## src/rtl/sram_byte_pkg.sv

```systemverilog
package sram_byte_pkg;

  typedef enum logic [2:0] {
    ST_IDLE,
    ST_TURN,
    ST_WR,
    ST_WHOLD,
    ST_RD
  } ctl_state_t;

  // Whole cycles needed to cover a time given in picoseconds.
  function automatic int cyc_ceil(input int time_ps, input int clk_ps);
    return (time_ps + clk_ps - 1) / clk_ps;
  endfunction

  function automatic int imax(input int a, input int b);
    return (a > b) ? a : b;
  endfunction

endpackage

```

## src/rtl/sram_byte_pwrup.sv

```systemverilog
module sram_byte_pwrup #(
  parameter int LIMIT = 250000,
  localparam int W    = $clog2(LIMIT + 1)
) (
  input  logic clk,
  input  logic rst,
  output logic done
);

  logic [W-1:0] cnt;

  always_ff @(posedge clk) begin
    if (rst) begin
      cnt  <= '0;
      done <= 1'b0;
    end else if (!done) begin
      cnt <= cnt + 1'b1;
      if (cnt == W'(LIMIT - 1)) done <= 1'b1;
    end
  end

  AST_PWR_STICKY: assert property (@(posedge clk) disable iff (rst)
    done |=> done);

endmodule

```

## src/rtl/sram_byte_timer.sv

```systemverilog
module sram_byte_timer #(
  parameter int W = 2
) (
  input  logic         clk,
  input  logic         rst,
  input  logic         load,
  input  logic [W-1:0] load_val,
  output logic         done
);

  logic [W-1:0] cnt;

  always_ff @(posedge clk) begin
    if (rst)              cnt <= '0;
    else if (load)        cnt <= load_val;
    else if (cnt != '0)   cnt <= cnt - 1'b1;
  end

  assign done = (cnt == '0);

endmodule

```

## src/rtl/sram_byte_lanes.sv

```systemverilog
module sram_byte_lanes #(
  parameter int LANES  = 3,
  parameter int LANE_W = 8,
  localparam int DW    = LANES * LANE_W
) (
  input  logic [LANES-1:0] lanes,
  input  logic [DW-1:0]    dq_in,
  output logic [DW-1:0]    dq_sel
);

  for (genvar i = 0; i < LANES; i++) begin : g_lane
    assign dq_sel[i*LANE_W +: LANE_W] = lanes[i] ? dq_in[i*LANE_W +: LANE_W] : '0;
  end

endmodule

```

## src/rtl/sram_byte_ctl.sv

```systemverilog
module sram_byte_ctl
  import sram_byte_pkg::*;
#(
  parameter int ADDR_W    = 19,
  parameter int LANES     = 3,
  parameter int LANE_W    = 8,
  parameter int CLK_PS    = 4000,
  parameter int T_WP_PS   = 7000,
  parameter int T_DS_PS   = 5500,
  parameter int T_WC_PS   = 10000,
  parameter int T_AA_PS   = 10000,
  parameter int T_DOE_PS  = 5000,
  parameter int T_RC_PS   = 10000,
  parameter int T_PWR_PS  = 1000000000
) (
  input  logic                      clk,
  input  logic                      rst,
  input  logic                      req_valid,
  output logic                      req_ready,
  input  logic                      req_write,
  input  logic [ADDR_W-1:0]         req_addr,
  input  logic [LANES*LANE_W-1:0]   req_wdata,
  input  logic [LANES-1:0]          req_lanes,
  output logic                      rsp_valid,
  output logic [LANES*LANE_W-1:0]   rsp_rdata,
  output logic [ADDR_W-1:0]         mem_addr,
  output logic [LANES-1:0]          mem_cs_n,
  output logic                      mem_we_n,
  output logic                      mem_oe_n,
  output logic [LANES*LANE_W-1:0]   mem_dq_out,
  output logic                      mem_dq_oe,
  input  logic [LANES*LANE_W-1:0]   mem_dq_in
);

  localparam int DW    = LANES * LANE_W;
  localparam int N_WE  = imax(cyc_ceil(T_WP_PS, CLK_PS), cyc_ceil(T_DS_PS, CLK_PS) + 1);
  localparam int N_REC = imax(1, cyc_ceil(T_WC_PS, CLK_PS) - N_WE - 1);
  localparam int N_RD  = imax(imax(cyc_ceil(T_AA_PS, CLK_PS), cyc_ceil(T_DOE_PS, CLK_PS)),
                              cyc_ceil(T_RC_PS, CLK_PS) - 1);
  localparam int N_PWR = imax(1, cyc_ceil(T_PWR_PS, CLK_PS));
  localparam int TW    = $clog2(imax(imax(N_WE, N_REC), N_RD) + 1);
  localparam int CW    = TW + 1;

  ctl_state_t        state;
  logic [ADDR_W-1:0] lat_addr;
  logic [DW-1:0]     lat_wdata;
  logic [LANES-1:0]  lat_lanes;
  logic              last_rd;
  logic              pwr_done;
  logic              accept;
  logic              tmr_load;
  logic [TW-1:0]     tmr_val;
  logic              tmr_done;
  logic [DW-1:0]     rd_masked;

  sram_byte_pwrup #(.LIMIT(N_PWR)) u_pwrup (
    .clk  (clk),
    .rst  (rst),
    .done (pwr_done)
  );

  sram_byte_timer #(.W(TW)) u_timer (
    .clk      (clk),
    .rst      (rst),
    .load     (tmr_load),
    .load_val (tmr_val),
    .done     (tmr_done)
  );

  sram_byte_lanes #(.LANES(LANES), .LANE_W(LANE_W)) u_lanes (
    .lanes  (lat_lanes),
    .dq_in  (mem_dq_in),
    .dq_sel (rd_masked)
  );

  assign req_ready = (state == ST_IDLE) && pwr_done;
  assign accept    = req_valid && req_ready;

  // Phase timer loads: each phase lasts (load value + 1) cycles.
  always_comb begin
    tmr_load = 1'b0;
    tmr_val  = '0;
    unique case (state)
      ST_IDLE: if (accept && (|req_lanes)) begin
        if (!req_write) begin
          tmr_load = 1'b1;
          tmr_val  = TW'(N_RD - 1);
        end else if (!last_rd) begin
          tmr_load = 1'b1;
          tmr_val  = TW'(N_WE - 1);
        end
      end
      ST_TURN: begin
        tmr_load = 1'b1;
        tmr_val  = TW'(N_WE - 1);
      end
      ST_WR: if (tmr_done) begin
        tmr_load = 1'b1;
        tmr_val  = TW'(N_REC - 1);
      end
      default: ;
    endcase
  end

  always_ff @(posedge clk) begin
    if (rst) begin
      state      <= ST_IDLE;
      lat_addr   <= '0;
      lat_wdata  <= '0;
      lat_lanes  <= '0;
      last_rd    <= 1'b0;
      mem_addr   <= '0;
      mem_cs_n   <= '1;
      mem_we_n   <= 1'b1;
      mem_oe_n   <= 1'b1;
      mem_dq_out <= '0;
      mem_dq_oe  <= 1'b0;
      rsp_valid  <= 1'b0;
      rsp_rdata  <= '0;
    end else begin
      rsp_valid <= 1'b0;
      unique case (state)
        ST_IDLE: if (accept) begin
          lat_addr  <= req_addr;
          lat_wdata <= req_wdata;
          lat_lanes <= req_lanes;
          if (req_lanes == '0) begin
            if (!req_write) begin
              rsp_valid <= 1'b1;
              rsp_rdata <= '0;
            end
          end else if (req_write) begin
            if (last_rd) begin
              state <= ST_TURN;
            end else begin
              state      <= ST_WR;
              mem_addr   <= req_addr;
              mem_cs_n   <= ~req_lanes;
              mem_we_n   <= 1'b0;
              mem_dq_out <= req_wdata;
            end
          end else begin
            state    <= ST_RD;
            mem_addr <= req_addr;
            mem_cs_n <= ~req_lanes;
            mem_oe_n <= 1'b0;
          end
        end
        ST_TURN: begin
          state      <= ST_WR;
          last_rd    <= 1'b0;
          mem_addr   <= lat_addr;
          mem_cs_n   <= ~lat_lanes;
          mem_we_n   <= 1'b0;
          mem_dq_out <= lat_wdata;
        end
        ST_WR: begin
          mem_dq_oe <= 1'b1;
          if (tmr_done) begin
            state    <= ST_WHOLD;
            mem_we_n <= 1'b1;
            mem_cs_n <= '1;
          end
        end
        ST_WHOLD: if (tmr_done) begin
          state     <= ST_IDLE;
          mem_dq_oe <= 1'b0;
        end
        ST_RD: if (tmr_done) begin
          state     <= ST_IDLE;
          rsp_valid <= 1'b1;
          rsp_rdata <= rd_masked;
          mem_cs_n  <= '1;
          mem_oe_n  <= 1'b1;
          last_rd   <= 1'b1;
        end
        default: state <= ST_IDLE;
      endcase
    end
  end

  // Checker state: length of the current low phase of the write strobe.
  logic [CW-1:0] we_low_cnt;
  always_ff @(posedge clk) begin
    if (rst)                   we_low_cnt <= '0;
    else if (mem_we_n)         we_low_cnt <= '0;
    else if (we_low_cnt != '1) we_low_cnt <= we_low_cnt + 1'b1;
  end

  AST_WE_OE_EXCL: assert property (@(posedge clk) disable iff (rst)
    !mem_we_n |-> mem_oe_n);
  AST_DQ_NOT_IN_READ: assert property (@(posedge clk) disable iff (rst)
    mem_dq_oe |-> mem_oe_n);
  AST_DQ_AFTER_WE: assert property (@(posedge clk) disable iff (rst)
    $rose(mem_dq_oe) |-> (!mem_we_n && $past(!mem_we_n)));
  AST_WE_PULSE_LEN: assert property (@(posedge clk) disable iff (rst)
    $rose(mem_we_n) |-> (we_low_cnt >= CW'(N_WE)));
  AST_LANES_IDLE: assert property (@(posedge clk) disable iff (rst)
    (mem_we_n && mem_oe_n) |-> (&mem_cs_n));
  AST_NO_ACCESS_PWRUP: assert property (@(posedge clk) disable iff (rst)
    !pwr_done |-> ((&mem_cs_n) && !req_ready));

endmodule

```

## config.mk

```make
export PLATFORM = sky130hd
export DESIGN_NAME = sram_byte_ctl
export DESIGN_NICKNAME = d
export VERILOG_FILES = /design/src/rtl/sram_byte_pkg.sv /design/src/rtl/sram_byte_pwrup.sv /design/src/rtl/sram_byte_timer.sv /design/src/rtl/sram_byte_lanes.sv /design/src/rtl/sram_byte_ctl.sv
export SDC_FILE = /design/constraint.sdc
export NUM_CORES = 1
export LEC_CHECK = 0
export ABC_AREA = 1
export BUFFER_PORTS_ARGS = -buffer_cell sky130_fd_sc_hd__buf_2
export CORE_ASPECT_RATIO = 1.75
export CORE_MARGIN = 8
export CORE_UTILIZATION = 50
export CTS_BUF_LIST = sky130_fd_sc_hd__clkbuf_8
export DETAILED_ROUTE_END_ITERATION = 10
export GPL_TIMING_DRIVEN = 1
export PLACE_DENSITY = 0.86
export SETUP_SLACK_MARGIN = 0.1
export SLEW_MARGIN = 20
export SYNTH_ARGS = -nofsm -noshare
export SYNTH_HDL_FRONTEND = slang
export SYNTH_SLANG_ARGS = --single-unit
```

## constraint.sdc

```tcl
create_clock -name clk -period 1.9 [get_ports clk]
set_input_delay 0.095 -clock clk [delete_from_list [all_inputs] [get_ports clk]]
set_output_delay 0.095 -clock clk [all_outputs]
set_load 0.01 [all_outputs]
```

==> flow_results.org <==
** Synth
- Number of storage elements in the synthesis netlist :: 145
- Mean instance size in the synthesized netlist :: 6.961 um^2
- Counting flops with a built-in enable in the synthesized netlist gives 0.
- Synthesis warning total :: 0
- Of all flip-flops after synthesis, the portion carrying an async set or reset was 0.
- Of the synthesized area, sequential elements account for 0.4664.
- Distinct cells, synth :: 28
- Post-synthesis instance total :: 894
- The most used flip-flop cell after synthesis is sky130_fd_sc_hd__dfxtp_1.
- Post-synth design cell area :: 6223 um^2
- Net count after synthesis :: 970

** Setup path
- Worst R2R Setup Slack :: 0.18 ns
- Kind of end point of the critical path :: register
- Of all nets on the critical path, the largest fanout is 36.
- Critical Path AT :: 2.05 ns
- Endpoint required time on the critical path :: 2.23 ns
- Launch point of the worst reg-to-reg path :: state[1]
- Cell count of the worst reg-to-reg path :: 6
- Worst reg2reg path endpoint :: mem_dq_out[0]
- Launching element type of the critical path :: register
- Crit path kind :: register to register

** Die
- Floorplan die area :: 16,410 um^2
- The total area inside the core boundary comes to 12,300 um^2.
- The initial utilization of the core area, before any placement, comes to 0.5061.
- Measured along the y axis, the die boundary spans 163.6 um.
- The floorplan has 54 rows.
- Number of top-level design ports :: 149
- Chip width :: 100.3 um

** Placed design
- Final GP Congestion :: 0.9171
- Port-buffer cells :: 148
- The wire-length estimate of the detail-placed layout is 11.42 mm.

** Drt
- After detailed routing, the total wire length is 17.68 mm.
- Routed Antenna Nets :: 0
- Post-route DRC violation count :: 0
- Using the TritonRoute via totals, the vias-per-cell ratio works out to 5.008.
- Count of TritonRoute iterations in the first routing pass :: 5
- Summing over every cut layer, the via total after detailed routing is 6,395.
- After detailed routing, the average wire length per cell comes to 13.84 um.
- First DRT Iteration DRCs :: 382

** CTS
- Worst-Skew Late Latency :: 0.45 ns
- CTS max path bufs :: 2
- Number of buffers created by CTS :: 17
- Post-CTS timing repair inserted 0 buffers for setup.
- Root buffer cell :: sky130_fd_sc_hd__clkbuf_8
- # H-tree levels :: 4
- TritonCTS sink count :: 145
- Clock transition at the registers of the reported paths :: 0.08 ns
- CTS tree :: yes

** Finish
- Counting the fill cells in the layout gives 1,022.
- The area growth from synthesis to layout is 31.97%.
- In the final design database the tool counted 1,169 nets.
- In the final layout, the multi-input gates occupy 2684 um^2.
- In the final layout, flip-flops and latches occupy 2903 um^2.
- In the final layout, the share of cells above drive strength 1 is 0.1881.

** Power and ir drop
- Leakage power total :: 3.729 nW
- The worst-case IR drop observed on VDD is 0.6250 mV.
- For this design the ratio of total power to cell area is 737.9 nW/um^2.

** Min path
- The min-delay analysis places its worst path in the category input port to register.
- The path with the worst hold slack has its endpoint at state[2].
- The worst hold path passes through 4 cells.
- The worst hold path begins at req_write.

** Timing
- Worst slew pin tran :: 0.5393 ns
- In the final timing run, aggregate negative setup slack is 0 ns.
- Normalized max-slew margin :: 0.6405
- Timing would allow up to 581.4 MHz.
- Dividing the final minimum period by the clock period gives 0.9053.
- Setup violations remaining at the end of the flow were counted as 0.
- Final min period :: 1.720 ns
- The count of final hold-check violations was 0.
- The max-slew violation total from the final report is 0.
- Across the routed clock network, the largest skew measured is 0.01208 ns.
- Unrepaired setup endpoints after global routing :: yes
- Worst hold margin :: 0.02705 ns

** GRT
- The number of antenna violations at the first check in global routing is 1.
- Entering global routing, the biggest net connects 87 pins.
- For this run, the total global-route usage over all layers was measured as 0.2184.
- Global routing finished with a remaining overflow of 0.
- For met2 alone, demand over resource in global routing was 0.3894.
- In this run the most used layer during global routing was met2.
- First-pass GRT wire length :: 29.10 mm
- In the global route stage, met3 resource usage came out at 0.05975.
- The via count of the first global-routing pass is 6,239.
- M1 GR Usage :: 0.2197

** Status
- Run status :: finished clean

** Job
- The tool flagged a number of max-cap violations equal to 0.
## layout by cell type (no fill, tap or decap), types with 2 or more instances in the layout
| cell | n |
|---|---|
| sky130_fd_sc_hd__diode_2 | 3 |
| sky130_fd_sc_hd__dlygate4sd3_1 | 69 |
| sky130_fd_sc_hd__inv_6 | 5 |
| sky130_fd_sc_hd__o21ai_0 | 107 |
| sky130_fd_sc_hd__nand3_1 | 62 |
| sky130_fd_sc_hd__clkinv_4 | 2 |
| sky130_fd_sc_hd__bufinv_16 | 2 |
| sky130_fd_sc_hd__dfxtp_1 | 145 |
| sky130_fd_sc_hd__buf_12 | 4 |
| sky130_fd_sc_hd__buf_4 | 8 |
| sky130_fd_sc_hd__nand4_1 | 7 |
| sky130_fd_sc_hd__ha_1 | 2 |
| sky130_fd_sc_hd__buf_2 | 148 |
| sky130_fd_sc_hd__nor3_1 | 5 |
| sky130_fd_sc_hd__nor2_4 | 2 |
| sky130_fd_sc_hd__clkbuf_8 | 17 |
| sky130_fd_sc_hd__nand2_1 | 193 |
| sky130_fd_sc_hd__nor2_1 | 80 |
| sky130_fd_sc_hd__clkinvlp_4 | 3 |
| sky130_fd_sc_hd__a21oi_1 | 109 |
| sky130_fd_sc_hd__nand2_2 | 2 |
| sky130_fd_sc_hd__inv_2 | 4 |
| sky130_fd_sc_hd__o211ai_1 | 2 |
| sky130_fd_sc_hd__nor2_2 | 3 |
| sky130_fd_sc_hd__o21ai_1 | 2 |
| sky130_fd_sc_hd__inv_8 | 2 |
| sky130_fd_sc_hd__inv_1 | 111 |
## final cells by class
cell class / count / area share
diodes: 3 / 0.0009141
repair buffers: 229 / 0.1913
well taps: 168 / 0.02559
clock buffers: 17 / 0.02849
flip-flops and latches: 145 / 0.3534
inverters: 115 / 0.05256
multi-input cells: 585 / 0.3268
clock inverters: 15 / 0.02087
## routing by layer
layer | routed length [um] | vias to the layer above | part of all wire
met5 | 0 | - | 0
met4 | 774 | 0 | 0.044
met3 | 881 | 57 | 0.050
met2 | 9433 | 208 | 0.53
met1 | 6590 | 2865 | 0.37
li1 | - | 3265 | -
## registers in the layout (all words and copies together) (netlist names), 2 cells and up
| name | flops |
|---|---|
| state | 3 |
| lat_addr | 19 |
| lat_wdata | 24 |
| lat_lanes | 3 |
| mem_addr | 19 |
| mem_dq_out | 24 |
| rsp_rdata | 24 |
| u_pwrup.cnt | 18 |
| mem_cs_n | 3 |
| u_timer.cnt | 2 |
## where the power goes
group          switching (mW)  internal, mW
Sequential            0.00898          3.06
Combinational           0.252         0.247
Clock                    1.29          1.20
## synth_stat cells (3+ instances only)
library cell / number / area [um^2]
sky130_fd_sc_hd__o21ai_0: 108 / 540.5
sky130_fd_sc_hd__dfxtp_1: 145 / 2903
sky130_fd_sc_hd__buf_4: 7 / 52.55
sky130_fd_sc_hd__nand3_1: 62 / 310.3
sky130_fd_sc_hd__buf_2: 11 / 55.05
sky130_fd_sc_hd__clkbuf_1: 29 / 108.9
sky130_fd_sc_hd__nand4_1: 7 / 43.79
sky130_fd_sc_hd__nand2_2: 3 / 18.77
sky130_fd_sc_hd__inv_1: 112 / 420.4
sky130_fd_sc_hd__nand2_1: 193 / 724.4
sky130_fd_sc_hd__nor3_1: 5 / 25.02
sky130_fd_sc_hd__inv_2: 3 / 11.26
sky130_fd_sc_hd__a21oi_1: 109 / 545.5
sky130_fd_sc_hd__nor2_1: 82 / 307.8
## critical path, cell delays in order (launching register included)
cell and delay (ns):
sky130_fd_sc_hd__dfxtp_1 0.50, sky130_fd_sc_hd__inv_1 0.17, sky130_fd_sc_hd__nand3_4 0.20, sky130_fd_sc_hd__buf_4 0.35, sky130_fd_sc_hd__o21ai_0 0.16, sky130_fd_sc_hd__nor2_1 0.16
sky130_fd_sc_hd__nor2_1 0.06
## how the worst max path moves through the flow
stage | start | endpoint | slack (ns) | cells after the start
detailed placement | u_timer.cnt[0] | rsp_rdata[4] | 0.19 | 8
CTS | u_timer.cnt[0] | rsp_rdata[4] | 0.18 | 8
floorplan | u_pwrup.cnt[0] | u_pwrup.cnt[16] | 0.45 | 8
global route | state[0] | mem_addr[9] | 0.09 | 7
global placement | state[1] | mem_addr[13] | 0.27 | 6
finish | state[1] | mem_dq_out[0] | 0.18 | 6
## metrics by stage
step	setup slack, ns	util	area, um^2	instances	power [mW]
4_1_cts	0.1835	0.6658	8187	1274	6.095
6_report	0.1799	0.6679	8213	1277	6.060
3_3_place_gp	0.2661	0.5766	7091	1173	3.511
3_5_place_dp	0.1920	0.5766	7091	1173	3.522
2_1_floorplan	0.4450	-	6223	894	3.376
5_1_grt	0.09316	0.6675	8208	1275	6.313
## logic make-up after synthesis
family	after synthesis	synth area share
adders and majority gates	2	0.004020
buffers and inverters	164	0.1066
and+or+nand+nor	361	0.2427
AOI/OAI and AO/OA	222	0.1803
DFF	145	0.4664
## what timing repair did
item                                    in CTS  in global routing
resized for setup                            0                  5
hold buffers                                69                  0
endpoints found under the hold margin       83                  0
endpoints found under the setup margin       0                 31
No activity file was read; power rests on OpenSTA's default activity.
